==> config.mk <==
export PLATFORM = sky130hd
export DESIGN_NAME = crtc_addr_gen
export DESIGN_NICKNAME = d
export VERILOG_FILES = /design/src/rtl/crtc_addr_pkg.sv /design/src/rtl/cag_hcount.sv /design/src/rtl/cag_vcount.sv /design/src/rtl/cag_maddr.sv /design/src/rtl/crtc_addr_gen.sv
export SDC_FILE = /design/constraint.sdc
export NUM_CORES = 1
export LEC_CHECK = 0
export CAP_MARGIN = 20
export CORE_MARGIN = 5
export CORE_UTILIZATION = 37
export DETAILED_ROUTE_END_ITERATION = 10
export MAX_ROUTING_LAYER = met4
export PLACE_DENSITY = 0.78
export REMOVE_ABC_BUFFERS = 1
export SYNTH_ARGS = -nofsm -noshare
export SYNTH_HDL_FRONTEND = slang
export SYNTH_SLANG_ARGS = --single-unit
export TNS_END_PERCENT = 10
==> constraint.sdc <==
create_clock -name clk -period 2.4 [get_ports clk]
set_input_delay 0.36 -clock clk [delete_from_list [all_inputs] [get_ports clk]]
set_output_delay 0.36 -clock clk [all_outputs]
set_load 0.1 [all_outputs]
==> src/rtl/crtc_addr_pkg.sv <==
package crtc_addr_pkg;
  localparam int MA_W   = 14;
  localparam int VA_W   = 16;
  localparam int OFS_W  = 10;
  localparam int RA_USE = 3;

  typedef logic [MA_W-1:0] word_addr_t;
  typedef logic [VA_W-1:0] byte_addr_t;

  // Place page bits, scan-line bits, offset bits and byte phase on the RAM bus.
  function automatic byte_addr_t map_bus(input logic [1:0] page,
                                         input logic [RA_USE-1:0] line,
                                         input logic [OFS_W-1:0] ofs,
                                         input logic phase);
    return {page, line, ofs, phase};
  endfunction
endpackage

==> src/rtl/cag_hcount.sv <==
module cag_hcount #(
  parameter int HW = 8
) (
  input  logic          clk,
  input  logic          rst,
  input  logic          adv,
  input  logic [HW-1:0] total,
  output logic [HW-1:0] cnt,
  output logic          wrap
);
  assign wrap = adv && (cnt == total);

  always_ff @(posedge clk) begin
    if (rst)       cnt <= '0;
    else if (wrap) cnt <= '0;
    else if (adv)  cnt <= cnt + HW'(1);
  end
endmodule

==> src/rtl/cag_vcount.sv <==
module cag_vcount #(
  parameter int SW = 5,
  parameter int VW = 7
) (
  input  logic          clk,
  input  logic          rst,
  input  logic          line_adv,
  input  logic [SW-1:0] scan_max,
  input  logic [VW-1:0] v_total,
  output logic [SW-1:0] scan,
  output logic [VW-1:0] row,
  output logic          row_end,
  output logic          frame_end
);
  assign row_end   = line_adv && (scan == scan_max);
  assign frame_end = row_end && (row == v_total);

  always_ff @(posedge clk) begin
    if (rst) begin
      scan <= '0;
      row  <= '0;
    end else if (row_end) begin
      scan <= '0;
      row  <= frame_end ? '0 : row + VW'(1);
    end else if (line_adv) begin
      scan <= scan + SW'(1);
    end
  end
endmodule

==> src/rtl/cag_maddr.sv <==
module cag_maddr
  import crtc_addr_pkg::*;
#(
  parameter int HW = 8
) (
  input  logic          clk,
  input  logic          rst,
  input  logic          adv,
  input  logic          line_adv,
  input  logic          row_end,
  input  logic          frame_end,
  input  logic [HW-1:0] h_disp,
  input  word_addr_t    start_addr,
  output word_addr_t    ma
);
  word_addr_t row_base;
  word_addr_t next_base;

  assign next_base = row_base + MA_W'(h_disp);

  always_ff @(posedge clk) begin
    if (rst) begin
      row_base <= start_addr;
      ma       <= start_addr;
    end else if (frame_end) begin
      row_base <= start_addr;
      ma       <= start_addr;
    end else if (row_end) begin
      row_base <= next_base;
      ma       <= next_base;
    end else if (line_adv) begin
      ma       <= row_base;
    end else if (adv) begin
      ma       <= ma + MA_W'(1);
    end
  end
endmodule

==> src/rtl/crtc_addr_gen.sv <==
module crtc_addr_gen
  import crtc_addr_pkg::*;
#(
  parameter int HW = 8,
  parameter int SW = 5,
  parameter int VW = 7
) (
  input  logic            clk,
  input  logic            rst,
  input  logic            char_en,
  input  logic            byte_phase,
  input  logic [HW-1:0]   h_total,
  input  logic [HW-1:0]   h_disp,
  input  logic [SW-1:0]   scan_max,
  input  logic [VW-1:0]   v_total,
  input  logic [MA_W-1:0] start_addr,
  output logic [HW-1:0]   col,
  output logic [SW-1:0]   scan,
  output logic [VW-1:0]   row,
  output logic [MA_W-1:0] ma,
  output logic [VA_W-1:0] vaddr
);
  logic h_wrap;
  logic row_end;
  logic frame_end;

  cag_hcount #(.HW(HW)) u_h (
    .clk(clk), .rst(rst), .adv(char_en), .total(h_total),
    .cnt(col), .wrap(h_wrap)
  );

  cag_vcount #(.SW(SW), .VW(VW)) u_v (
    .clk(clk), .rst(rst), .line_adv(h_wrap), .scan_max(scan_max),
    .v_total(v_total), .scan(scan), .row(row),
    .row_end(row_end), .frame_end(frame_end)
  );

  cag_maddr #(.HW(HW)) u_ma (
    .clk(clk), .rst(rst), .adv(char_en), .line_adv(h_wrap),
    .row_end(row_end), .frame_end(frame_end), .h_disp(h_disp),
    .start_addr(start_addr), .ma(ma)
  );

  assign vaddr = map_bus(ma[13:12], scan[RA_USE-1:0], ma[OFS_W-1:0], byte_phase);
endmodule

==> results <==
- The number of inserted filler cells in the final layout is 812.
- Derived from the worst setup path, the maximum achievable clock frequency is 0.411 GHz.
- In the synthesized netlist the dominant register cell turns out to be sky130_fd_sc_hd__edfxtp_1.
- The average cell area after synthesis is 9.36 µm².
- The data required time at the worst endpoint is 2.45 ns.
- Of all flip-flops after synthesis, the portion carrying an async set or reset was 0%.
- The routability congestion estimate is 0.861.
- The count of H-tree levels built during CTS is 2.
- The worst hold path belongs to the class flip-flop to flip-flop.
- The final layout contains 529 nets.
- The die area is 0.0110 mm².
- The max-slew violation count was 0.
- The first global-routing pass estimated 14,800 µm of wire.
- The number of warning messages in the yosys log is 0.
- For this design the top-level I/O count stands at 96.
- The cell row count is 34.
- The starting density of the core is 38.0%.
- The data arrival time of the critical path is 2.48 ns.
- The headroom to the max-slew limit is 67.3%.
- The largest driver fanout on the critical path is 4.
- The worst path in the final design needs a cycle of 2.43 ns, including I/O delays and setup.
- The placed standard-cell area is 0.00440 mm².
- The worst hold path cell count is 2.
- The maximum clock insertion buffer count is 2.
- The critical path class is flip-flop to flip-flop.
- Across every metal layer, demand over resource in global routing totals 16.6%.
- The final hold violation count is 0.
- VDD sags by at most 239 µV.
- The most frequent cell on the critical path is sky130_fd_sc_hd__o211ai_1.
- The count of nets left with antenna violations once routing finished came out at 0.
- The core area is 0.00876 mm².
- The number of cells on the worst reg-to-reg path is 8.
- Setup repair after global routing could not meet its margin everywhere.
- The number of DRC violations after detailed-routing iteration 0 is 95.
- The share of the clock period used by the worst path after layout is 101%.
- At the later pin of the worst-skew pair, clock insertion delay measures 0.30 ns.
- Yosys mapped the design onto 48 distinct sky130hd cell types.
- In the final timing run, aggregate negative setup slack is -0.0695 ns.
- The proportion of synthesized chip area in sequential cells is 37.2%.
- The chip width is 105 µm.
- The leakage power total is 1.92 nW.
- The logic depth of the worst path, buffers included is 8.
- The number of antenna violations at the first check in global routing is 0.
- The count of buffers added on input and output ports is 93.
- The first detailed-routing pass ran for 5 iterations.
- The count of buffering cells on the critical path with inverters included is 0.
- The transition time of the tightest slew-check pin is 0.488 ns.
- Counting flops with a built-in enable in the synthesized netlist gives 28.
- The total length of routed wires is 9110 µm.
- Counting every sink on the clock net gives 48.
- From synthesis to final layout, the design area changed by 37.6%.
- The power density over cell area is 566 mW/mm².
- The root buffer cell chosen for the clock tree is sky130_fd_sc_hd__clkbuf_8.
- The run finished, with violations left.
- The final reports fail on setup timing.
- The total overflow left after global routing is 0.
- Setup violations remaining at the end of the flow were counted as 4.
- After clock tree synthesis, the clock-pin slew on the worst setup and hold paths is 0.09 ns.
- The post-synthesis cell count is 356.
- Once detailed placement completed, the half-perimeter wirelength came to 6910 µm.
- The capturing element type of the critical path is a flip-flop.
- The launching element type of the critical path is a flip-flop.
- Entering global routing, the biggest net connects 25 pins.
- The floorplan die height is 105 µm.
- In the routed design, unresolved DRC markers number 0.
- The number of clock buffers added by TritonCTS is 5.
- The cell family with the largest share of critical-path delay is compound AO/OA/AOI/OAI gates.
- Traced cell by cell, the critical path runs through ha_2, fa_2, a211oi_4, nor3_2, o31a_1, o211ai_1, xor2_1, o211ai_1.
- The mapped netlist covers 0.00333 mm².
- The stage delay of the slowest cell on the critical path is 0.41 ns.
- The final antenna diode count is 0.
- The via count of the first global-routing pass is 3,116.
- TritonCTS built the clock tree.
- After synthesis the netlist holds a flip-flop and latch count of 48.
- In the routed layout, each cell is associated on average with a via count of 5.21.
- In the final layout, the share of cells above drive strength 1 is 25.7%.
- The number of hold buffers added after CTS was 0.
- The routed layout has 3,016 vias.
- For this design, the slowest cell found on the critical path is sky130_fd_sc_hd__edfxtp_1.
- The number of max-cap violations is 0.
- The detail-routed net length per standard cell is 15.7 µm.
- The summed area of non-filler cells in the final layout is 0.00459 mm².
- Across the routed clock network, the largest skew measured is 0.00591 ns.
- After layout, the worst setup slack is -0.0322 ns.
[report_power, final]
part	switching, mW	total (mW)	internal [mW]
Clock	0.278	0.546	0.268
Sequential	0.0681	1.01	0.946
Combinational	0.672	1.04	0.365
Total	1.02	2.60	1.58
[path summary, 6_finish.rpt]
kind / start / end / slack (ns)
min reg2reg: u_v.scan[1] / u_v.scan[1] / 0.56
min: u_v.scan[1] / u_v.scan[1] / 0.56
max reg2reg: u_ma.row_base[0] / u_ma.ma[10] / -0.03
max: u_ma.row_base[0] / u_ma.ma[10] / -0.03
[routing by layer]
| layer | vias to the layer above | global-route usage (%) | part of all wire, % |
|---|---|---|---|
| met1 | 1434 | 19.4 | 43 |
| met4 | 0 | 4.47 | 1.2 |
| met3 | 9 | 3.76 | 6.6 |
| met2 | 91 | 28.6 | 50 |
| met5 | - | - | 0 |
| li1 | 1482 | - | - |
[synth_stat cells, types with 7 or more instances]
library cell / n / area share, %
sky130_fd_sc_hd__nor3_1: 12 / 1.8
sky130_fd_sc_hd__nand3_1: 10 / 1.5
sky130_fd_sc_hd__dfxtp_1: 20 / 12
sky130_fd_sc_hd__o211ai_1: 7 / 1.6
sky130_fd_sc_hd__xor2_1: 33 / 8.7
sky130_fd_sc_hd__nand4_1: 11 / 2.1
sky130_fd_sc_hd__a21oi_1: 15 / 2.3
sky130_fd_sc_hd__buf_4: 18 / 4.1
sky130_fd_sc_hd__nand2_1: 31 / 3.5
sky130_fd_sc_hd__edfxtp_1: 28 / 25
sky130_fd_sc_hd__ha_1: 12 / 4.5
sky130_fd_sc_hd__nor2_1: 28 / 3.2
sky130_fd_sc_hd__xnor2_1: 28 / 7.4
sky130_fd_sc_hd__and3_1: 7 / 1.3
sky130_fd_sc_hd__o21ai_0: 24 / 3.6
sky130_fd_sc_hd__inv_1: 7 / 0.79
[cell families (layout without fill, tap and decap cells)]
family                     count (synthesis)  in the layout  synth area share (%)
AOI/OAI and AO/OA                         70             70                  13.1
xor gates and xnor gates                  61             61                  16.0
adders and majority gates                 13             13                  5.11
buffers and inverters                     39            154                  7.73
DFF                                       48             48                  37.2
muxes                                      8              8                  2.48
and+or+nand+nor                          117            117                  18.3
[registers in the layout (all words and copies together), names as in the netlist]
signal	cells
u_h.cnt	8
u_ma.ma	14
u_ma.row_base	14
u_v.row	7
u_v.scan	5
[area by class of cell]
cell class                      instances  area, µm²  area share (%)
Sequential cell                        48       1240            27.1
Clock buffer                            7       97.6            2.13
Timing Repair Buffer                  139       1200            26.1
Tap cell                              108        135            2.95
Multi-Input combinational cell        269       1890            41.1
Clock inverter                          1       5.00           0.109
Inverter                                7       26.3           0.573
[layout by cell type, fill, tap and decap left out, types with 2 or more instances in the layout]
| master | instances |
|---|---|
| sky130_fd_sc_hd__a211o_1 | 3 |
| sky130_fd_sc_hd__a21oi_1 | 14 |
| sky130_fd_sc_hd__and3_1 | 7 |
| sky130_fd_sc_hd__and4_1 | 3 |
| sky130_fd_sc_hd__buf_12 | 3 |
| sky130_fd_sc_hd__buf_4 | 92 |
| sky130_fd_sc_hd__clkbuf_8 | 5 |
| sky130_fd_sc_hd__clkdlybuf4s50_1 | 42 |
| sky130_fd_sc_hd__dfxtp_1 | 20 |
| sky130_fd_sc_hd__dlymetal6s2s_1 | 2 |
| sky130_fd_sc_hd__edfxtp_1 | 28 |
| sky130_fd_sc_hd__ha_1 | 11 |
| sky130_fd_sc_hd__inv_1 | 7 |
| sky130_fd_sc_hd__mux2_2 | 2 |
| sky130_fd_sc_hd__mux2i_1 | 6 |
| sky130_fd_sc_hd__nand2_1 | 31 |
| sky130_fd_sc_hd__nand3_1 | 10 |
| sky130_fd_sc_hd__nand4_1 | 11 |
| sky130_fd_sc_hd__nor2_1 | 27 |
| sky130_fd_sc_hd__nor2_2 | 2 |
| sky130_fd_sc_hd__nor3_1 | 10 |
| sky130_fd_sc_hd__nor3_2 | 3 |
| sky130_fd_sc_hd__nor3_4 | 3 |
| sky130_fd_sc_hd__nor4_1 | 2 |
| sky130_fd_sc_hd__o211a_1 | 2 |
| sky130_fd_sc_hd__o211ai_1 | 7 |
| sky130_fd_sc_hd__o21ai_0 | 21 |
| sky130_fd_sc_hd__o21ai_1 | 7 |
| sky130_fd_sc_hd__o21bai_1 | 2 |
| sky130_fd_sc_hd__o31ai_1 | 2 |
| sky130_fd_sc_hd__or3_1 | 2 |
| sky130_fd_sc_hd__xnor2_1 | 28 |
| sky130_fd_sc_hd__xor2_1 | 33 |
[through the flow]
| stage | util, % | hold slack [ns] | setup slack [ns] | total power [mW] | instances |
|---|---|---|---|---|---|
| 2_1_floorplan | - | 0.437 | -1.45 | 1.69 | 324 |
| 3_3_place_gp | 50.3 | 0.544 | -0.564 | 2.01 | 567 |
| 3_5_place_dp | 50.3 | 0.549 | -0.591 | 2.03 | 567 |
| 4_1_cts | 51.7 | 0.565 | -0.0135 | 2.58 | 576 |
| 5_1_grt | 52.3 | 0.591 | -0.190 | 2.71 | 579 |
| 6_report | 52.3 | 0.562 | -0.0322 | 2.60 | 579 |
[repair_timing]
item	in CTS	in global routing
buffers inserted	1	3
pin swaps	7	9
setup endpoints to repair	12	15
gates resized for setup	5	10
[tightest hold or removal path, cell delays in order (launching register included)]
cell and delay (ns):
sky130_fd_sc_hd__dfxtp_1 0.38, sky130_fd_sc_hd__nand2_1 0.08, sky130_fd_sc_hd__a21oi_1 0.05
No activity file was read; power rests on OpenSTA's default activity.
